===== src/rtl/keyguard_pkg.sv =====
// Shared constants for the key-protected watchdog: register addresses and
// the key values that start, feed and unlock the timer.
package keyguard_pkg;
    localparam int KEY_W  = 16;
    localparam int ADDR_W = 2;

    localparam logic [ADDR_W-1:0] A_KEY = 2'd0;
    localparam logic [ADDR_W-1:0] A_PSEL = 2'd1;
    localparam logic [ADDR_W-1:0] A_RELOAD = 2'd2;

    localparam logic [KEY_W-1:0] KEY_START = 16'hCCCC;
    localparam logic [KEY_W-1:0] KEY_FEED  = 16'hAAAA;
    localparam logic [KEY_W-1:0] KEY_OPEN  = 16'h5555;
endpackage


===== src/rtl/keyguard_regs.sv =====
// Register file and key decoder for the watchdog.
// Holds the sticky run flag, the configuration lock, the division select
// and the reload value. It emits one-cycle feed and start strobes.
// Assumes writes are single-cycle and synchronous to clk.
module keyguard_regs
    import keyguard_pkg::*;
#(
    parameter int CNT_W  = 12,
    parameter int PSEL_W = 3
) (
    input  logic              clk,
    input  logic              rst_n,
    input  logic              wr_en,
    input  logic [ADDR_W-1:0] wr_addr,
    input  logic [KEY_W-1:0]  wr_data,
    output logic              run,
    output logic [PSEL_W-1:0] psel,
    output logic [CNT_W-1:0]  reload,
    output logic              feed,
    output logic              start
);
    logic key_wr;
    logic open_q;

    // Decode key writes into strobes.
    always_comb begin
        key_wr = wr_en && (wr_addr == A_KEY);
        feed   = key_wr && (wr_data == KEY_FEED);
        start  = key_wr && (wr_data == KEY_START);
    end

    // Sticky run flag, lock state and protected configuration registers.
    always_ff @(posedge clk) begin
        if (!rst_n) begin
            run    <= 1'b0;
            open_q <= 1'b0;
            psel   <= '0;
            reload <= '1;
        end else if (wr_en) begin
            if (wr_addr == A_KEY) begin
                open_q <= (wr_data == KEY_OPEN);
                if (wr_data == KEY_START) begin
                    run <= 1'b1;
                end
            end else if (wr_addr == A_PSEL) begin
                if (open_q) begin
                    psel <= wr_data[PSEL_W-1:0];
                end
            end else if (wr_addr == A_RELOAD) begin
                if (open_q) begin
                    reload <= wr_data[CNT_W-1:0];
                end
            end
        end
    end
endmodule


===== src/rtl/keyguard_prescale.sv =====
// Tick divider for the watchdog.
// Counts slow-clock ticks and emits a one-cycle step every
// 2^min(psel+LOG_MIN, LOG_MAX) ticks. A clear restarts the division period.
// Assumes the tick input is already synchronous to clk.
module keyguard_prescale #(
    parameter int PSEL_W  = 3,
    parameter int LOG_MIN = 2,
    parameter int LOG_MAX = 8
) (
    input  logic              clk,
    input  logic              rst_n,
    input  logic              run,
    input  logic              tick,
    input  logic              clear,
    input  logic [PSEL_W-1:0] psel,
    output logic              step
);
    localparam int NSEL  = 2 ** PSEL_W;
    localparam int DIV_W = LOG_MAX;

    logic [DIV_W-1:0] term_tab [NSEL];
    logic [DIV_W-1:0] div_q;

    // One terminal count per select value, saturated at the largest division.
    for (genvar g = 0; g < NSEL; g++) begin : g_term
        localparam int SH = ((g + LOG_MIN) > LOG_MAX) ? LOG_MAX : (g + LOG_MIN);
        assign term_tab[g] = DIV_W'((64'd1 << SH) - 64'd1);
    end

    // Step when the divider reaches (or passed, after a select change) its end.
    always_comb begin
        step = run && tick && !clear && (div_q >= term_tab[psel]);
    end

    // Divider counter: cleared by feed/start, wraps on each step.
    always_ff @(posedge clk) begin
        if (!rst_n) begin
            div_q <= '0;
        end else if (clear) begin
            div_q <= '0;
        end else if (run && tick) begin
            div_q <= step ? '0 : div_q + 1'b1;
        end
    end
endmodule


===== src/rtl/keyguard_count.sv =====
// Watchdog down-counter.
// It moves one count per step. When a step finds the count at 1 or 0, it
// issues a one-cycle pulse and reloads from the reload value. A load (feed)
// has priority over a step.
// Assumes step is a single-cycle strobe.
module keyguard_count #(
    parameter int CNT_W = 12
) (
    input  logic             clk,
    input  logic             rst_n,
    input  logic             load,
    input  logic             step,
    input  logic [CNT_W-1:0] reload,
    output logic             bite
);
    logic [CNT_W-1:0] cnt_q;
    logic             last;

    // The count is about to expire on this step.
    always_comb begin
        last = (cnt_q <= CNT_W'(1));
    end

    // Count, reload on feed or on expiry, and register the pulse.
    always_ff @(posedge clk) begin
        if (!rst_n) begin
            cnt_q <= '1;
            bite  <= 1'b0;
        end else if (load) begin
            cnt_q <= reload;
            bite  <= 1'b0;
        end else if (step) begin
            cnt_q <= last ? reload : cnt_q - 1'b1;
            bite  <= last;
        end else begin
            bite  <= 1'b0;
        end
    end
endmodule


===== src/rtl/keyguard_wdt.sv =====
// Top of the key-protected watchdog.
// Ties the key decoder, the tick divider and the down-counter together.
// Assumes tick is a clk-synchronous enable derived from the slow clock.
module keyguard_wdt
    import keyguard_pkg::*;
#(
    parameter int CNT_W   = 12,
    parameter int PSEL_W  = 3,
    parameter int LOG_MIN = 2,
    parameter int LOG_MAX = 8
) (
    input  logic              clk,
    input  logic              rst_n,
    input  logic              wr_en,
    input  logic [ADDR_W-1:0] wr_addr,
    input  logic [KEY_W-1:0]  wr_data,
    input  logic              tick,
    output logic              wd_reset
);
    logic              run_w;
    logic [PSEL_W-1:0] psel_w;
    logic [CNT_W-1:0]  reload_w;
    logic              feed_w;
    logic              start_w;
    logic              step_w;
    logic              clear_w;

    // The divider restarts on either a feed or a start.
    assign clear_w = feed_w | start_w;

    keyguard_regs #(
        .CNT_W (CNT_W),
        .PSEL_W(PSEL_W)
    ) u_regs (
        .clk    (clk),
        .rst_n  (rst_n),
        .wr_en  (wr_en),
        .wr_addr(wr_addr),
        .wr_data(wr_data),
        .run    (run_w),
        .psel   (psel_w),
        .reload (reload_w),
        .feed   (feed_w),
        .start  (start_w)
    );

    keyguard_prescale #(
        .PSEL_W (PSEL_W),
        .LOG_MIN(LOG_MIN),
        .LOG_MAX(LOG_MAX)
    ) u_pre (
        .clk  (clk),
        .rst_n(rst_n),
        .run  (run_w),
        .tick (tick),
        .clear(clear_w),
        .psel (psel_w),
        .step (step_w)
    );

    keyguard_count #(
        .CNT_W(CNT_W)
    ) u_cnt (
        .clk   (clk),
        .rst_n (rst_n),
        .load  (feed_w),
        .step  (step_w),
        .reload(reload_w),
        .bite  (wd_reset)
    );
endmodule


===== config.mk =====
export PLATFORM = sky130hd
export DESIGN_NAME = keyguard_wdt
export DESIGN_NICKNAME = d
export VERILOG_FILES = /design/src/rtl/keyguard_pkg.sv /design/src/rtl/keyguard_regs.sv /design/src/rtl/keyguard_prescale.sv /design/src/rtl/keyguard_count.sv /design/src/rtl/keyguard_wdt.sv
export SDC_FILE = /design/constraint.sdc
export NUM_CORES = 1
export LEC_CHECK = 0
export ABC_AREA = 1
export BUFFER_PORTS_ARGS = -buffer_cell sky130_fd_sc_hd__buf_4
export CAP_MARGIN = 20
export CORE_ASPECT_RATIO = 1.25
export CORE_UTILIZATION = 45
export CTS_CLUSTER_DIAMETER = 80
export CTS_CLUSTER_SIZE = 20
export DETAILED_ROUTE_END_ITERATION = 16
export GPL_TIMING_DRIVEN = 0
export SYNTH_ARGS = -nofsm -noshare
export SYNTH_HDL_FRONTEND = slang
export SYNTH_SLANG_ARGS = --single-unit

===== constraint.sdc =====
create_clock -name clk -period 4.4 [get_ports clk]
set_input_delay 0.44 -clock clk [delete_from_list [all_inputs] [get_ports clk]]
set_output_delay 0.44 -clock clk [all_outputs]
set_load 0.01 [all_outputs]

==> results_dict.tcl, run 1 <==
set metrics [dict create \
    crit_top_cell "nand2_1" \
    crit_chain "inv_1 > ha_1 > o21ai_0 > nand3b_2 > nand2_2 > nand2_1 > nand2_1 > nand2_1 > nand3_1" \
    drive_gt1_share_pct 12.7 \
    clockBufferDepth 2 \
    fin_setup_tns_ps 0 \
    io_buffers 22 \
    arrival_ps 2090 \
    yosysTopAreaCell "dfxtp_1" \
    post-cts-setup-buffers 0 \
    cp.required_ps 4560 \
    grt_max_degree 13 \
    synth-xor-area-share_pct 3.62 \
    grt_pass1_wl_um 10300 \
    startpoint_type "flop" \
    post_drt_wl_per_cell_um 12.6 \
    totalWireLength_um 5940 \
    syn_inst 378 \
    top_usage_layer "met2" \
    viasPerCell 5.05 \
    cts_root_buffer "clkbuf_8" \
    synthDistinctLibCells 31 \
    htree_levels 2 \
    clock_skew_ps 7.55 \
    multi_input_area_mm2 0.00146 \
    die_x_um 67.6 \
    use_met1_pct 29.7 \
    powerDensity_mw_per_mm2 236 \
    yosys_register_bits 38 \
    cts.sinks 38 \
    antenna_found_initial 0 \
    synthAdderAreaFrac_pct 4.65 \
    finalHoldViolations 0 \
    synth_area_leaders "dfxtp_1 (31%), nand2_1 (16%), nor2_1 (10%)" \
    tightest_slew_ps 576 \
    power_leakage_nw 1.30 \
    synth_edf_count 0 \
    use_met2_pct 40.6 \
    hp-class "in -> reg" \
    rsz0062_at_grt "false" \
    clk_pin_slew_worst_paths_ps 80 \
    slew_viol_final 0 \
    fmax_mhz 518 \
    ioPinCount 23 \
    r2r_setup_slack_ps 2470 \
    start_util_pct 47.3 \
    synth.net_count 409 \
    drv_cap 0 \
    clock_latency_ps 290 \
    finalCriticalPeriod_ps 1930 \
    area_growth_pct 14.0 \
    ys_async_sr_fraction_pct 0 \
    crit_fanout 7 \
    yosys.area_share.simple_pct 44.6 \
    synth_seq_area_share_pct 31.4 \
    cts.repair.resized 0 \
    synth_compound_area_share_pct 7.60 \
    status "finished, final reports clean" \
    grt_pass1_vias 2203 \
    critical_path_class "reg -> reg" \
    setup_violations 0 \
    final_cell_count_no_fill 470 \
    postCtsHoldBufs 0 \
    end_kind "flop" \
    vias 2372 \
    route.detailed.drc 0 \
    synth_top_family_by_area "simple AND/OR/NAND/NOR gates" \
    synth_mux_area_share_pct 0 \
    drt_iter0_drc 123 \
    synth_top_area_share_pct 31.4 \
    die_area_mm2 0.00568 \
    yosysWarnings 0 \
    num-nets-final 438 \
    netlist_area_mm2 0.00242 \
    hpwl_um 4620 \
    regArea_um2 761 \
    cts_buffers 5 \
    num-fill-cells 533 \
    period_share_pct 43.9 \
    syn_avg_cell_area_um2 6.40 \
    whs_ps 411 \
    synthFlopType "dfxtp_1" \
    grt_use_total_pct 23.9 \
    grtUsageMet3_pct 3.96 \
    grt.overflow.total 0 \
    slowest_delay_ps 420 \
    firstDrtPassIters 4 \
    irDropWorstVdd_mv 0.134 \
    place_inst 462 \
    die_h_um 84.0 \
    design.core.area_mm2 0.00512 \
    cts_tree "yes" \
    gp_congestion 0.882 \
    antenna-diode-count 0 \
    postRouteAntennaNets 0 \
    slew-limit-headroom_pct 61.6 \
    crit_slowest_cell "dfxtp_1" \
    rows 29 \
]
==> metal layers <==
metal / vias to the layer above / wire length [um]
li1: 1270 / -
met1: 1047 / 2630
met2: 49 / 3010
met3: 6 / 219
met4: 0 / 76
met5: - / 0
==> state kept, by name (all words and copies together) (netlist names) <==
register       cells
u_cnt.cnt_q       12
u_regs.psel        3
u_regs.open_q      1
u_cnt.bite         1
u_pre.div_q        8
u_regs.run         1
u_regs.reload     12
==> power breakdown <==
group          internal [W]  leakage, nW   switching (W)  total [W]
logic             0.0000196        0.941       0.0000311  0.0000507
registers          0.000343        0.307  0.000000000668   0.000343
clock network      0.000126       0.0472        0.000130   0.000257
total              0.000489         1.30        0.000162   0.000651
==> cell type report <==
cell class                 count  area share, %
multi-input combinational    291           53.1
sequential                    38           27.6
timing repair buffer          22           5.99
inverter                      42           5.71
clock buffer                   6           2.99
tap                           62           2.81
buffer                         7           1.41
clock inverter                 2          0.454
==> worst paths after layout <==
path / start / to / depth (start not counted)
max reg2reg: u_cnt.cnt_q[0] / u_cnt.cnt_q[6] / 9
min: wr_data[3] / u_regs.reload[3] / 3
max: u_cnt.cnt_q[0] / u_cnt.cnt_q[6] / 9
min reg2reg: u_regs.reload[0] / u_regs.reload[0] / 2
==> placed cells by master, fill, tap and decap left out, types with 5 or more instances in the layout <==
master | synthesis | final
nand2_1 | 106 | 106
o211ai_1 | 9 | 9
inv_1 | 38 | 38
xnor2_1 | 5 | 5
buf_4 | 1 | 23
nand4_1 | 6 | 6
nor3_1 | 5 | 5
dfxtp_1 | 38 | 38
nor2_1 | 66 | 66
a21oi_1 | 8 | 8
o21ai_0 | 9 | 9
nand3_1 | 43 | 43
clkbuf_8 | 0 | 6
xor2_1 | 5 | 5
ha_1 | 9 | 9
==> through the flow <==
stage	total power (W)	worst slack (ps)	instance area, um^2	utilization, %
floorplan	0.000373	2780	2420	-
finish	0.000651	2470	2760	53.9
global route	0.000681	2250	2760	53.9
CTS	0.000657	2460	2760	53.9
global placement	0.000403	2480	2660	52.1
detailed placement	0.000403	2480	2660	52.1
==> cells by family (layout without fill, tap and decap cells) <==
family,Yosys count,count (layout)
DFF,38,38
AOI/OAI and AO/OA,30,30
and+or+nand+nor,242,242
xor gates and xnor gates,10,10
adders and majority gates,9,9
buffers and inverters,49,79
==> Yosys cell counts, types with 2 or more instances <==
cell	number
clkbuf_1	4
xnor2_1	5
inv_1	38
o21ai_0	9
nand4_1	6
nand3b_1	2
nand3_1	43
nand2_1	106
inv_2	4
nor3_1	5
xor2_1	5
o21a_1	2
dfxtp_1	38
nand2_2	3
o211ai_1	9
nor2_1	66
ha_1	9
a21oi_1	8
nor2_2	4
==> critical path: cells and delay by family, from the launching register on <==
family | cells | cell delay (ps)
compound gates | 1 | 280
fa+ha+maj | 1 | 250
simple gates | 6 | 720
flops | 1 | 420
buf+inv | 1 | 130
No activity file was read; power rests on OpenSTA's default activity.
==> run 2: changes to the inputs <==
==> constraint.sdc (replaced) <==
create_clock -name clk -period 2 [get_ports clk]
set_input_delay 0.2 -clock clk [delete_from_list [all_inputs] [get_ports clk]]
set_output_delay 0.2 -clock clk [all_outputs]
set_load 0.01 [all_outputs]
==> results_dict.tcl, run 2 (synthesis results as in run 1) <==
set metrics [dict create \
    status "finished, final reports clean" \
    start_util_pct 47.3 \
    powerDensity_mw_per_mm2 520 \
    p_switching_w 0.000362 \
    totalWireLength_um 5950 \
    drv_cap 0 \
    clock_skew_ps 9.82 \
    r2r_setup_slack_ps 170 \
    irDropWorstVdd_mv 0.294 \
    power_frac_seq_pct 52.5 \
    num-nets-final 438 \
    finalHoldViolations 0 \
    gp_congestion 0.882 \
    antenna_found_initial 0 \
    setup_violations 0 \
    num-fill-cells 532 \
    design.core.area_mm2 0.00512 \
    fin_setup_tns_ps 0 \
    startpoint_type "flop" \
    grt_max_degree 13 \
    htree_levels 2 \
    clockBufferDepth 2 \
    die_area_mm2 0.00568 \
    ioPinCount 23 \
    hp-class "in -> reg" \
    slowest_delay_ps 410 \
    rsz0062_at_grt "false" \
    vias 2375 \
    viasPerCell 5.05 \
    final_common_cell "nand2_1" \
    cts_tree "yes" \
    cts.sinks 38 \
    internal_power_w 0.00108 \
    area_growth_pct 14.4 \
    postCtsHoldBufs 0 \
    end_kind "flop" \
    drive_gt1_share_pct 13.0 \
    final_cell_mix "nand2_1 (106), nor2_1 (66), nand3_1 (43), inv_1 (38), dfxtp_1 (37)" \
    cts_buffers 5 \
    finalCriticalPeriod_ps 1830 \
    crit_slowest_cell "dfxtp_1" \
    critical_path_class "reg -> reg" \
    grt_pass1_wl_um 10300 \
    slew_viol_final 0 \
    antenna-diode-count 0 \
    firstDrtPassIters 5 \
    clk_pin_slew_worst_paths_ps 80 \
    grt_pass1_vias 2203 \
    clkPwrFrac_pct 39.8 \
    crit_chain "o21ai_0 > ha_1 > nand2_1 > nor2_1 > nand2_1 > nand2_1 > nand4_4 > buf_4 > nand3_1 > nand3_1" \
    fin_total_pwr_w 0.00144 \
    grt_use_total_pct 23.9 \
    comb_power_share_pct 7.7 \
    hpwl_um 4620 \
    route.detailed.drc 0 \
    tightest_slew_ps 574 \
    rows 29 \
    postRouteAntennaNets 0 \
    slew-limit-headroom_pct 61.7 \
    arrival_ps 1990 \
    swShare_pct 25.2 \
    reg_top3 "u_cnt.cnt_q (12), u_regs.reload (12), u_pre.div_q (8)" \
    die_x_um 67.6 \
    cp.required_ps 2160 \
    period_share_pct 91.6 \
    fmax_mhz 546 \
    post_drt_wl_per_cell_um 12.7 \
    power_leakage_nw 1.31 \
    grt.overflow.total 0 \
    crit_top_cell "nand2_1" \
    cts_root_buffer "clkbuf_8" \
    crit_fanout 10 \
    clock_latency_ps 290 \
    die_h_um 84.0 \
    drt_iter0_drc 119 \
    io_buffers 22 \
]
==> run 2: per-stage QoR <==
step / std cells / setup WS, ps / hold slack, ps / instance area (um^2) / utilization [%]
floorplan: 378 / 381 / 326 / 2420 / -
global placement: 462 / 75.1 / 443 / 2660 / 52.1
detailed placement: 462 / 75.5 / 445 / 2660 / 52.1
CTS: 470 / 55.7 / 166 / 2760 / 53.9
global route: 470 / 6.91 / 175 / 2770 / 54.1
finish: 470 / 169 / 170 / 2770 / 54.1
==> run 2: cell type report <==
class	count	area (um^2)	area share, %
multi-input cells	291	1470	53.2
flip-flops and latches	38	762	27.5
repair buffers	22	165	5.96
inverters	42	158	5.69
clock buffers	6	82.6	2.98
well taps	62	77.6	2.80
plain buffers	7	38.8	1.40
clock inverters	2	12.5	0.452
==> run 2: repair_timing <==
| action | 4_1_cts | 5_1_grt |
|---|---|---|
| setup buffers | 0 | 0 |
| resized for setup | 0 | 3 |
| endpoints found under the setup margin | 0 | 12 |
==> run 2: path summary, 6_finish.rpt <==
kind | cells past startpoint | from | end
setup / recovery | 10 | u_regs.psel[1] | u_cnt.cnt_q[4]
hold / removal | 3 | wr_data[3] | u_regs.reload[3]
setup reg to reg | 10 | u_regs.psel[1] | u_cnt.cnt_q[4]
hold reg to reg | 2 | u_regs.reload[0] | u_regs.reload[0]
==> run 2: metal layers <==
layer	track usage [%]	share of wire, %
met5	0	0
met3	3.96	3.3
met1	29.7	46
met4	7.16	1.3
met2	40.6	50
==> run 2: power groups by stage <==
stage	combinational, W	clock (W)	sequential (W)
floorplan	0.0000476	0	0.000774
global placement	0.000113	0	0.000774
detailed placement	0.000112	0	0.000774
CTS	0.000112	0.000578	0.000756
global route	0.000125	0.000617	0.000756
finish	0.000111	0.000572	0.000756
==> run 2: critical path: cells and delay by family (launching register included) <==
kind                       cells  cell delay, ps
and+or+nand+nor                7             660
DFF                            1             410
adders and majority gates      1             290
buffers and inverters          1             230
AOI/OAI and AO/OA              1             120
==> run 3: changes to the inputs <==
--- a/config.mk
+++ b/config.mk
@@ -5,15 +5,16 @@
 export SDC_FILE = /design/constraint.sdc
 export NUM_CORES = 1
 export LEC_CHECK = 0
-export ABC_AREA = 1
 export BUFFER_PORTS_ARGS = -buffer_cell sky130_fd_sc_hd__buf_4
 export CAP_MARGIN = 20
 export CORE_ASPECT_RATIO = 1.25
+export CORE_MARGIN = 10
 export CORE_UTILIZATION = 45
 export CTS_CLUSTER_DIAMETER = 80
 export CTS_CLUSTER_SIZE = 20
 export DETAILED_ROUTE_END_ITERATION = 16
 export GPL_TIMING_DRIVEN = 0
+export HOLD_SLACK_MARGIN = 0.02
 export SYNTH_ARGS = -nofsm -noshare
 export SYNTH_HDL_FRONTEND = slang
 export SYNTH_SLANG_ARGS = --single-unit
==> results_dict.tcl, run 3 <==
set metrics [dict create \
    viasPerCell 5.80 \
    powerDensity_mw_per_mm2 572 \
    period_share_pct 105 \
    crit_slowest_cell "dfxtp_4" \
    critical_path_class "reg -> reg" \
    die_area_mm2 0.00790 \
    die_h_um 96.9 \
    grt_use_total_pct 15.5 \
    ioPinCount 23 \
    cp_num_buf_inv 0 \
    synthFlopType "dfxtp_1" \
    clkPwrFrac_pct 49.6 \
    fmax_mhz 478 \
    clock_latency_ps 300 \
    antenna_found_initial 0 \
    clock_skew_ps 7.09 \
    final_cell_mix "buf_4 (41), nand2_1 (38), dfxtp_1 (34), nand3_1 (23), nor2_1 (21)" \
    crit_family "simple AND/OR/NAND/NOR gates" \
    tightest_slew_ps 518 \
    post_drt_wl_per_cell_um 17.0 \
    die_x_um 81.5 \
    drt_iter0_drc 122 \
    irDropWorstVdd_mv 0.346 \
    vias 2082 \
    crit-reg2reg-launch "u_regs.psel[2]" \
    status "finished with violations" \
    finalHoldViolations 0 \
    worst_slack_ps -90.9 \
    synth_edf_count 0 \
    startpoint_type "flop" \
    rsz0062_at_grt "true" \
    endpoint "u_cnt.cnt_q[0]" \
    cts_root_buffer "clkbuf_8" \
    rows 27 \
    design.core.area_mm2 0.00449 \
    regArea_um2 771 \
    route.detailed.drc 0 \
    r2r_setup_slack_ps -90 \
    power_leakage_nw 1.21 \
    htree_levels 2 \
    synth.net_count 285 \
    slew-limit-headroom_pct 65.4 \
    ys_async_sr_fraction_pct 0 \
    slew_viol_final 0 \
    firstDrtPassIters 4 \
    crit_chain "nand2_4 > ha_4 > nand4_1 > a21oi_4 > o21a_1 > nand2_2 > or3_1 > a31o_1" \
    arrival_ps 2280 \
    num-fill-cells 399 \
    fin_total_pwr_w 0.00164 \
    start_util_pct 47.4 \
    swShare_pct 19.4 \
    grt_pass1_wl_um 9820 \
    final_common_cell "buf_4" \
    synth_top_area_share_pct 35.7 \
    synthDistinctLibCells 55 \
    multi_input_area_mm2 0.00152 \
    clockBufferDepth 2 \
    grt_max_degree 13 \
    io_buffers 22 \
    pre_cts_ws_ps -389 \
    synth_common_cells "nand2_1 (40), dfxtp_1 (38), nand3_1 (25)" \
    setup_violations 7 \
    antenna-diode-count 0 \
    hp-class "in -> reg" \
    cp.required_ps 2190 \
    synth_seq_area_share_pct 35.7 \
    cts.sinks 38 \
    totalWireLength_um 6110 \
    internal_power_w 0.00132 \
    reg_top3 "u_cnt.cnt_q (12), u_regs.reload (12), u_pre.div_q (8)" \
    gp_congestion 0.829 \
    slowest_delay_ps 410 \
    grt_pass1_vias 2009 \
    end_kind "flop" \
    comb_power_share_pct 4.6 \
    p_switching_w 0.000319 \
    syn_avg_cell_area_um2 8.39 \
    grt.overflow.total 0 \
    yosys_register_bits 38 \
    finalCriticalPeriod_ps 2090 \
    final_util_pct 63.9 \
    cts_buffers 5 \
    power_frac_seq_pct 45.8 \
    synth.most_common_cell "nand2_1" \
    num-nets-final 331 \
    cts_tree "yes" \
    syn_inst 254 \
    r2r_cells 8 \
    drive_gt1_share_pct 31.6 \
    violations "negative setup slack" \
    synth_area_leaders "dfxtp_1 (36%), nand2_1 (7.0%), nand3_1 (5.9%)" \
    netlist_area_mm2 0.00213 \
    yosysWarnings 0 \
    reg2reg_to "u_cnt.cnt_q[0]" \
    drv_cap 0 \
    yosysTopAreaCell "dfxtp_1" \
    critical_path_depth 8 \
    clk_pin_slew_worst_paths_ps 80 \
    area_growth_pct 34.7 \
    postRouteAntennaNets 0 \
    setup.worst_path.start "u_regs.psel[2]" \
    crit_fanout 7 \
    hpwl_um 4240 \
]
-- run 3: cell types whose count changed after synthesis, moves of 5 or more --
cell | previous run | this run
inv_1 | 38 | 8
nand2_1 | 106 | 40
nand3_1 | 43 | 25
nor2_1 | 66 | 23
o211ai_1 | 9 | 2
xnor2_1 | 5 | 0
-- run 3: area by class of cell --
| type | instances | share of cell area, % |
|---|---|---|
| multi-input cells | 200 | 52.8 |
| flip-flops and latches | 38 | 26.9 |
| clock inverters | 2 | 2.09 |
| plain buffers | 7 | 1.31 |
| repair buffers | 40 | 10.5 |
| inverters | 8 | 1.05 |
| clock buffers | 6 | 2.88 |
| well taps | 58 | 2.53 |
-- run 3: metal layers --
metal / vias to the layer above / GRT usage (%) / wire length [um]
met3: 10 / 4.07 / 223
met5: - / 0 / 0
met1: 999 / 18.4 / 2570
met2: 36 / 25.7 / 3190
li1: 1037 / - / -
met4: 0 / 5.44 / 129
-- run 3: power groups by stage --
stage	Clock (W)	Sequential [W]	Combinational, W
finish	0.000815	0.000753	0.0000753
global route	0.000859	0.000753	0.0000806
CTS	0.000832	0.000753	0.0000741
detailed placement	0	0.000774	0.0000734
global placement	0	0.000774	0.0000729
floorplan	0	0.000774	0.0000229
-- run 3: worst min path at each step --
stage / start / to / slack [ps] / cells past startpoint
after floorplan: wr_data[0] / u_regs.reload[0] / 320 / 2
after global routing: wr_data[5] / u_regs.reload[5] / 130 / 3
after global placement: wr_data[7] / u_regs.reload[7] / 430 / 3
final: wr_data[5] / u_regs.reload[5] / 130 / 3
after CTS: wr_data[5] / u_regs.reload[5] / 130 / 3
after detailed placement: wr_data[7] / u_regs.reload[7] / 430 / 3
-- run 3: worst min-delay path, cell delays in order --
cell,delay (ps)
buf_4,90
nand2_1,40
nand3_1,60
-- run 3: kinds of logic after synthesis --
logic type                 Yosys count  synth area share [%]
and+or+nand+nor                    132                  33.8
AOI/OAI and AO/OA                   50                  18.0
DFF                                 38                  35.7
buffers and inverters               16                  3.35
adders and majority gates            9                  5.28
xor gates and xnor gates             6                  2.47
muxes                                3                  1.41
-- run 3: per-stage QoR --
stage | instances | hold slack [ps] | setup TNS (ps) | instance area [um^2]
after floorplan | 254 | 324 | 0 | 2140
after global placement | 334 | 435 | -4880 | 2380
after detailed placement | 334 | 433 | -5020 | 2380
after CTS | 351 | 127 | -280 | 2710
after global routing | 359 | 126 | -1640 | 2870
final | 359 | 131 | -347 | 2870
-- run 3: repair_timing --
item | CTS | global route
endpoints found under the hold margin | 0 | 0
hold buffers | 0 | 0
pin swaps | 12 | 16
endpoints found under the setup margin | 18 | 18
gates resized for setup | 26 | 16
buffers inserted | 9 | 9
